<file path="src/rtl/sdram_dqm_pkg.sv">
`timescale 1ns/1ps
// Package: shared defaults and lane helper for the byte-mask data path.
// Assumes lanes are equal-width and packed low lane first.
package sdram_dqm_pkg;
    localparam int unsigned DQM_LANE_W   = 8;
    localparam int unsigned DQM_LANES    = 2;
    localparam int unsigned DQM_RD_DELAY = 2;

    // Replicates each lane-enable bit across its byte of a data word.
    function automatic logic [DQM_LANES*DQM_LANE_W-1:0] lane_expand(
        input logic [DQM_LANES-1:0] en
    );
        logic [DQM_LANES*DQM_LANE_W-1:0] w;
        for (int l = 0; l < DQM_LANES; l++) begin
            w[l*DQM_LANE_W +: DQM_LANE_W] = {DQM_LANE_W{en[l]}};
        end
        return w;
    endfunction
endpackage

</file>
<file path="src/rtl/dqm_delay_line.sv">
`timescale 1ns/1ps
// Module: dqm_delay_line
// Delays the per-lane mask by DEPTH clocks with a shift register that runs
// every cycle, burst or not. Reset loads all stages with the blocked state.
// Assumes DEPTH >= 1.
module dqm_delay_line #(
    parameter int unsigned LANES = 2,
    parameter int unsigned DEPTH = 2
) (
    input  logic             clk,
    input  logic             rst_n,
    input  logic [LANES-1:0] mask_i,
    output logic [LANES-1:0] mask_o
);
    logic [LANES-1:0] stage_q [DEPTH];

    genvar s;
    generate
        for (s = 0; s < DEPTH; s++) begin : g_stage
            if (s == 0) begin : g_head
                // Captures the live mask into the first stage.
                always_ff @(posedge clk) begin
                    if (!rst_n) stage_q[0] <= '1;
                    else        stage_q[0] <= mask_i;
                end
            end else begin : g_body
                // Moves the mask one stage further down the line.
                always_ff @(posedge clk) begin
                    if (!rst_n) stage_q[s] <= '1;
                    else        stage_q[s] <= stage_q[s-1];
                end
            end
        end
    endgenerate

    assign mask_o = stage_q[DEPTH-1];

    // the first clock after a reset clock leaves the head stage blocked.
    a_r9_reset_blocks: assert property (@(posedge clk)
        rst_n && !$past(rst_n) |-> stage_q[0] == '1);
endmodule

</file>
<file path="src/rtl/dqm_write_gate.sv">
`timescale 1ns/1ps
// Module: dqm_write_gate
// Zero-latency write masking. A lane is stored only while a write beat is
// present and its mask bit is low. Data passes straight to the array.
module dqm_write_gate #(
    parameter int unsigned LANES  = 2,
    parameter int unsigned LANE_W = 8,
    localparam int unsigned DW    = LANES*LANE_W
) (
    input  logic             wr_burst_i,
    input  logic [LANES-1:0] mask_i,
    input  logic [DW-1:0]    wr_data_i,
    output logic [LANES-1:0] be_o,
    output logic [DW-1:0]    data_o
);
    // Forms the store enable of each lane from the burst strobe and its mask.
    always_comb begin
        for (int l = 0; l < LANES; l++) begin
            be_o[l] = wr_burst_i & ~mask_i[l];
        end
    end

    assign data_o = wr_data_i;
endmodule

</file>
<file path="src/rtl/dqm_read_drive.sv">
`timescale 1ns/1ps
// Module: dqm_read_drive
// Drives read data per lane. A lane is enabled only during a read beat whose
// delayed mask bit is low, and a disabled lane drives zero.
module dqm_read_drive #(
    parameter int unsigned LANES  = 2,
    parameter int unsigned LANE_W = 8,
    localparam int unsigned DW    = LANES*LANE_W
) (
    input  logic             rd_burst_i,
    input  logic [LANES-1:0] mask_dly_i,
    input  logic [DW-1:0]    rd_data_i,
    output logic [LANES-1:0] oe_o,
    output logic [DW-1:0]    dq_o
);
    genvar l;
    generate
        for (l = 0; l < LANES; l++) begin : g_lane
            // Enables this lane's pins and gates its byte of read data.
            always_comb begin
                oe_o[l] = rd_burst_i & ~mask_dly_i[l];
                dq_o[l*LANE_W +: LANE_W] = oe_o[l] ? rd_data_i[l*LANE_W +: LANE_W]
                                                   : '0;
            end
        end
    endgenerate
endmodule

</file>
<file path="src/rtl/sdram_dq_mask_path.sv">
`timescale 1ns/1ps
// Module: sdram_dq_mask_path (top)
// Byte-lane mask path of a synchronous DRAM data bus. Writes are masked with
// no latency. Reads are masked through a RD_DELAY-cycle delay line that gates
// per-lane output enables. Assumes the burst strobes come from an external
// sequencer that is already aligned to the data beats.
module sdram_dq_mask_path #(
    parameter int unsigned LANES    = sdram_dqm_pkg::DQM_LANES,
    parameter int unsigned LANE_W   = sdram_dqm_pkg::DQM_LANE_W,
    parameter int unsigned RD_DELAY = sdram_dqm_pkg::DQM_RD_DELAY,
    localparam int unsigned DW      = LANES*LANE_W
) (
    input  logic             clk,
    input  logic             rst_n,
    input  logic [LANES-1:0] mask_i,
    input  logic             wr_burst_i,
    input  logic [DW-1:0]    wr_data_i,
    input  logic             rd_burst_i,
    input  logic [DW-1:0]    rd_data_i,
    output logic [LANES-1:0] arr_wr_be_o,
    output logic [DW-1:0]    arr_wr_data_o,
    output logic [LANES-1:0] dq_oe_o,
    output logic [DW-1:0]    dq_out_o
);
    logic [LANES-1:0] mask_dly;

    dqm_write_gate #(.LANES(LANES), .LANE_W(LANE_W)) u_wgate (
        .wr_burst_i (wr_burst_i),
        .mask_i     (mask_i),
        .wr_data_i  (wr_data_i),
        .be_o       (arr_wr_be_o),
        .data_o     (arr_wr_data_o)
    );

    dqm_delay_line #(.LANES(LANES), .DEPTH(RD_DELAY)) u_delay (
        .clk    (clk),
        .rst_n  (rst_n),
        .mask_i (mask_i),
        .mask_o (mask_dly)
    );

    dqm_read_drive #(.LANES(LANES), .LANE_W(LANE_W)) u_rdrv (
        .rd_burst_i (rd_burst_i),
        .mask_dly_i (mask_dly),
        .rd_data_i  (rd_data_i),
        .oe_o       (dq_oe_o),
        .dq_o       (dq_out_o)
    );

    // no lane is stored outside a write beat.
    a_r4_idle_no_store: assert property (@(posedge clk) disable iff (!rst_n)
        !wr_burst_i |-> arr_wr_be_o == '0);

    // pins stay released outside a read beat.
    a_r6_idle_hiz: assert property (@(posedge clk) disable iff (!rst_n)
        !rd_burst_i |-> dq_oe_o == '0);

    // write data reaches the array unchanged.
    a_r3_data_through: assert property (@(posedge clk) disable iff (!rst_n)
        arr_wr_data_o == wr_data_i);

    genvar l;
    generate
        for (l = 0; l < LANES; l++) begin : g_chk
            // a blocked lane is never stored in the same cycle.
            a_r2_write_blocked: assert property (@(posedge clk) disable iff (!rst_n)
                mask_i[l] |-> !arr_wr_be_o[l]);
            // a released lane carries zero.
            a_r7_hiz_zero: assert property (@(posedge clk) disable iff (!rst_n)
                !dq_oe_o[l] |-> dq_out_o[l*LANE_W +: LANE_W] == '0);
            if (RD_DELAY == 2) begin : g_lat2
                // a mask two edges back keeps the lane released.
                a_r5_read_latency: assert property (@(posedge clk) disable iff (!rst_n)
                    $past(mask_i[l], 2) |-> !dq_oe_o[l]);
            end
        end
    endgenerate
endmodule

</file>
<file path="config.mk">
export PLATFORM = sky130hd
export DESIGN_NAME = sdram_dq_mask_path
export DESIGN_NICKNAME = d
export VERILOG_FILES = /design/src/rtl/sdram_dqm_pkg.sv /design/src/rtl/dqm_delay_line.sv /design/src/rtl/dqm_write_gate.sv /design/src/rtl/dqm_read_drive.sv /design/src/rtl/sdram_dq_mask_path.sv
export SDC_FILE = /design/constraint.sdc
export NUM_CORES = 1
export LEC_CHECK = 0
export BUFFER_PORTS_ARGS = -buffer_cell sky130_fd_sc_hd__buf_4
export CORE_MARGIN = 10
export CORE_UTILIZATION = 26
export CTS_CLUSTER_DIAMETER = 150
export DETAILED_ROUTE_END_ITERATION = 8
export GPL_TIMING_DRIVEN = 0
export PLACE_DENSITY_LB_ADDON = 0.15
export SLEW_MARGIN = 10
export SYNTH_ARGS = -nofsm -noshare
export SYNTH_HDL_FRONTEND = slang
export SYNTH_HIERARCHICAL = 1
export SYNTH_SLANG_ARGS = --single-unit
</file>
<file path="constraint.sdc">
create_clock -name clk -period 0.9 [get_ports clk]
set_input_delay 0.18 -clock clk [delete_from_list [all_inputs] [get_ports clk]]
set_output_delay 0.18 -clock clk [all_outputs]
set_load 0.02 [all_outputs]
</file>
## Word level (Yosys, flattened, before mapping)

Memories as Yosys holds them, arrays and structs flattened.
Cells that the tools add are included.

- Memories: 1
- Bits in registers: 0
- RAM bits: 4
- Bits of input ports: 38

Memories:

| memory | words | bits a word | read ports | clocked after memory_dff | write ports | line | source |
|---|---|---|---|---|---|---|---|
| u_delay.stage_q | 2 | 2 | 2 | 0 | 2 | dqm_delay_line.sv:15 | `logic [LANES-1:0] stage_q [DEPTH];` |

- Bitwise logic cells: 10
- Multiplexer cells: 6

Operators with widths:

| operator | count |
|---|---|
| $mux 8 | 2 |
| $and 1x1->1 | 4 |
| $mux 2 | 2 |
| $not 1->1 | 4 |
| $mux 1 | 2 |
| $or 1x1->1 | 2 |

## Depth between registers and ports, before layout

- Depth in word-level cells: 3
- Depth in mapped cells: 2
- Mapped depth without buffers: 1

## By module

The synthesis kept the hierarchy.

Modules (own cells, without submodules):

| module | cells an instance | area each (sq um) | times used | sequential area each (sq um) |
|---|---|---|---|---|
| dqm_read_drive | 19 | 175.2 | 1 | 0.0 |
| dqm_write_gate | 18 | 147.6 | 1 | 0.0 |
| dqm_delay_line | 8 | 105.1 | 1 | 80.1 |

## Least setup slack after synthesis

No wires, ideal clock.

- Path kind: register to output
- Start point: memory u_delay.stage_q[1][0]
- End point: output port dq_oe_o[0]
- Arrival time: 649 ps
- Buffers on the path: 0
- Stages on the path, launching flop included: 2
- Required time: 720 ps
- Slack: 71 ps
- Cell sequence: dfxtp_1 > nor2b_1

RTL lines:

| element | line | source |
|---|---|---|
| from (decl) | dqm_delay_line.sv:15 |  |
| to (decl) | sdram_dq_mask_path.sv:22 | `output logic [LANES-1:0] dq_oe_o,` |

==> flow_summary.toml <==
[outcome]
outcome = "finished, violations left"
violations = "setup timing"

[cts]
cts_resized = 16
cts.path.max_buffers = 2
cts_tree = "built"
ctsHoldBuffers = 0
numCtsBuffers = 3
clkSlewWorstSetupHoldPaths_ns = 0.04
root_buffer = "clkbuf_4"
clock_latency_ns = 0.23
cts.sinks = 4
htreeDepth = 1
postCtsSetupRepairBufs = 0

[yosys]
synth_cells = 45
synth.most_common_cell = "buf_4"
synth_warnings = 6
synthDistinctLibCells = 9
netlist_area_um2 = 427.9
synth.top_cell.area_share_pct = 28.07
synth_flop_cell = "dfxtp_1"
synth-async-reset-ratio_pct = 0
yosys.area.top_type = "buf_4"
seq_area_frac_synth_pct = 18.71
synthTopCellsByArea = "buf_4 (28%), and3b_2 (19%), dfxtp_1 (19%), and3b_1 (16%), nor2b_4 (6.4%)"
syn-num-nets = 83
synth.avg_cell_area_um2 = 9.509
synth_common_cells = "buf_4 (16), and3b_1 (8), and3b_2 (8)"
synth-edff-count = 0
synth-seq-cells = 4

[drt]
drt-pass1-iter-count = 4
via_per_inst = 4.149
wl_um = 2100
via_count = 502
drtAntennaViolNets = 0
route.detailed.drc = 0
wl_per_cell_um = 17.36
drtIter0Drc = 5

[floorplan]
die-width_um = 60.57
io_pins = 74
die_h_um = 60.57
start_util_pct = 28.08
dieArea_mm2 = 0.003669
coreArea_mm2 = 0.001524
core.rowCount = 14

[sta]
tns_ns = -3.866
period_needed_ns = 1.134
tightest_slew_ns = 0.09062
fin_skew_ns = 0.002977
worst_slack_ns = -0.2336
period_share_pct = 126.0
relSlewSlack_pct = 93.95
grt_setup_unrepaired = "yes"
fmax_mhz = 882.2
maxSlewViolCount = 0
hold_viol_final = 0
finalSetupViolations = 18

[worst_setup_path]
crit_family = "flip-flops"
crit_fanout = 9
critPathSlowestCell = "dfxtp_4"
cp.required_ns = 0.72
worst_setup_path_end_kind = "primary output"
startpoint_type = "flip-flop"
arrival_ns = 0.95
max_stage_delay_ns = 0.37
cp_cell_sequence = "and3b_2 > buf_6"
crit_type = "reg -> out"
path_buf_inv = 1

[global_routing]
grt-ovfl-total = 0
grt_pass1_vias = 504
grt_pass1_wl_um = 2615
antenna_found_initial = 0
track_usage_pct = 9.344
grt_start_max_net_pins = 11

[power]
power_switching_uw = 212.8
p_leak_uw = 0.0005850
p_seq_share_pct = 25.5
clock_power_share_pct = 28.7
power-per-cell-area_mw_per_mm2 = 773.6
internal_power_uw = 537.4
comb_power_share_pct = 45.9
p_sw_share_pct = 28.36
ir_drop_uv = 631.4

[job]
drv_cap = 0

[final_layout]
fin_nets = 145
antenna_cells = 0
layout-drive-gt1-share_pct = 84.76
syn_to_final_growth_pct = 126.6
largest_register_ffs = 4
fin_util_pct = 63.63
fillers = 144
regMostFlops = "u_delay/stage_q"
reg_top3 = "u_delay/stage_q (4)"

[worst_hold_path]
hp-class = "in -> reg"

[placed_design]
pre_cts_ws_ns = -0.1100
port_buffers = 57
gp_congestion = 0.6841
-- final cells by class --
class	count	area (um^2)	area share, %
tap	16	20.02	2.065
multi-input combinational	24	216.5	22.32
sequential	4	87.58	9.032
buffer	17	131.4	13.55
clock buffer	3	22.52	2.323
timing repair buffer	57	491.7	50.71
-- layer usage --
metal | global-route usage [%] | part of all wire, % | vias up | routed length (um)
met5 | 0 | 0 | - | 0
met4 | 1.881 | 0 | 0 | 0
met3 | 6.054 | 14 | 0 | 289
met2 | 17.03 | 54 | 33 | 1127
met1 | 8.558 | 32 | 214 | 682
li1 | - | - | 255 | -
-- worst paths after layout --
kind / from / endpoint / slack, ns / depth (start not counted)
hold / removal: rst_n / u_delay/stage_q[1][1] / 0.13 / 2
hold reg to reg: u_delay/stage_q[0][1] / u_delay/stage_q[1][1] / 0.40 / 1
setup reg to reg: u_delay/stage_q[0][0] / u_delay/stage_q[1][0] / 0.39 / 1
setup / recovery: u_delay/stage_q[1][0] / dq_out_o[1] / -0.23 / 2
-- through the flow --
step	area, um^2	cells	total power [uW]	hold WS [ns]
floorplan	427.9	45	360.9	0.2530
global placement	875.8	118	529.5	0.3770
detailed placement	875.8	118	534.8	0.3829
CTS	950.9	121	762.6	0.1257
global route	969.7	121	802.4	0.1409
finish	969.7	121	750.1	0.1325
-- kinds of logic (layout without fill, tap and decap cells) --
logic type    count (synthesis)  after routing  synth area share (%)
flops                         4              4                 18.71
simple gates                 24             24                 50.59
buf+inv                      17             77                 30.70
-- power groups by stage --
stage | clock, uW | sequential (uW) | combinational [uW]
detailed placement | 0 | 197 | 338
global route | 243 | 193 | 366
floorplan | 0 | 194 | 167
CTS | 226 | 191 | 346
finish | 215 | 191 | 344
global placement | 0 | 196 | 333
-- cells in the final DEF, fill, tap and decap left out, drive strengths merged --
| cell | n |
|---|---|
| and3b | 16 |
| nand2b | 4 |
| and2b | 1 |
| buf | 74 |
| nor2b | 3 |
| dfxtp | 4 |
| clkbuf | 3 |
No activity file was read; power rests on OpenSTA's default activity.
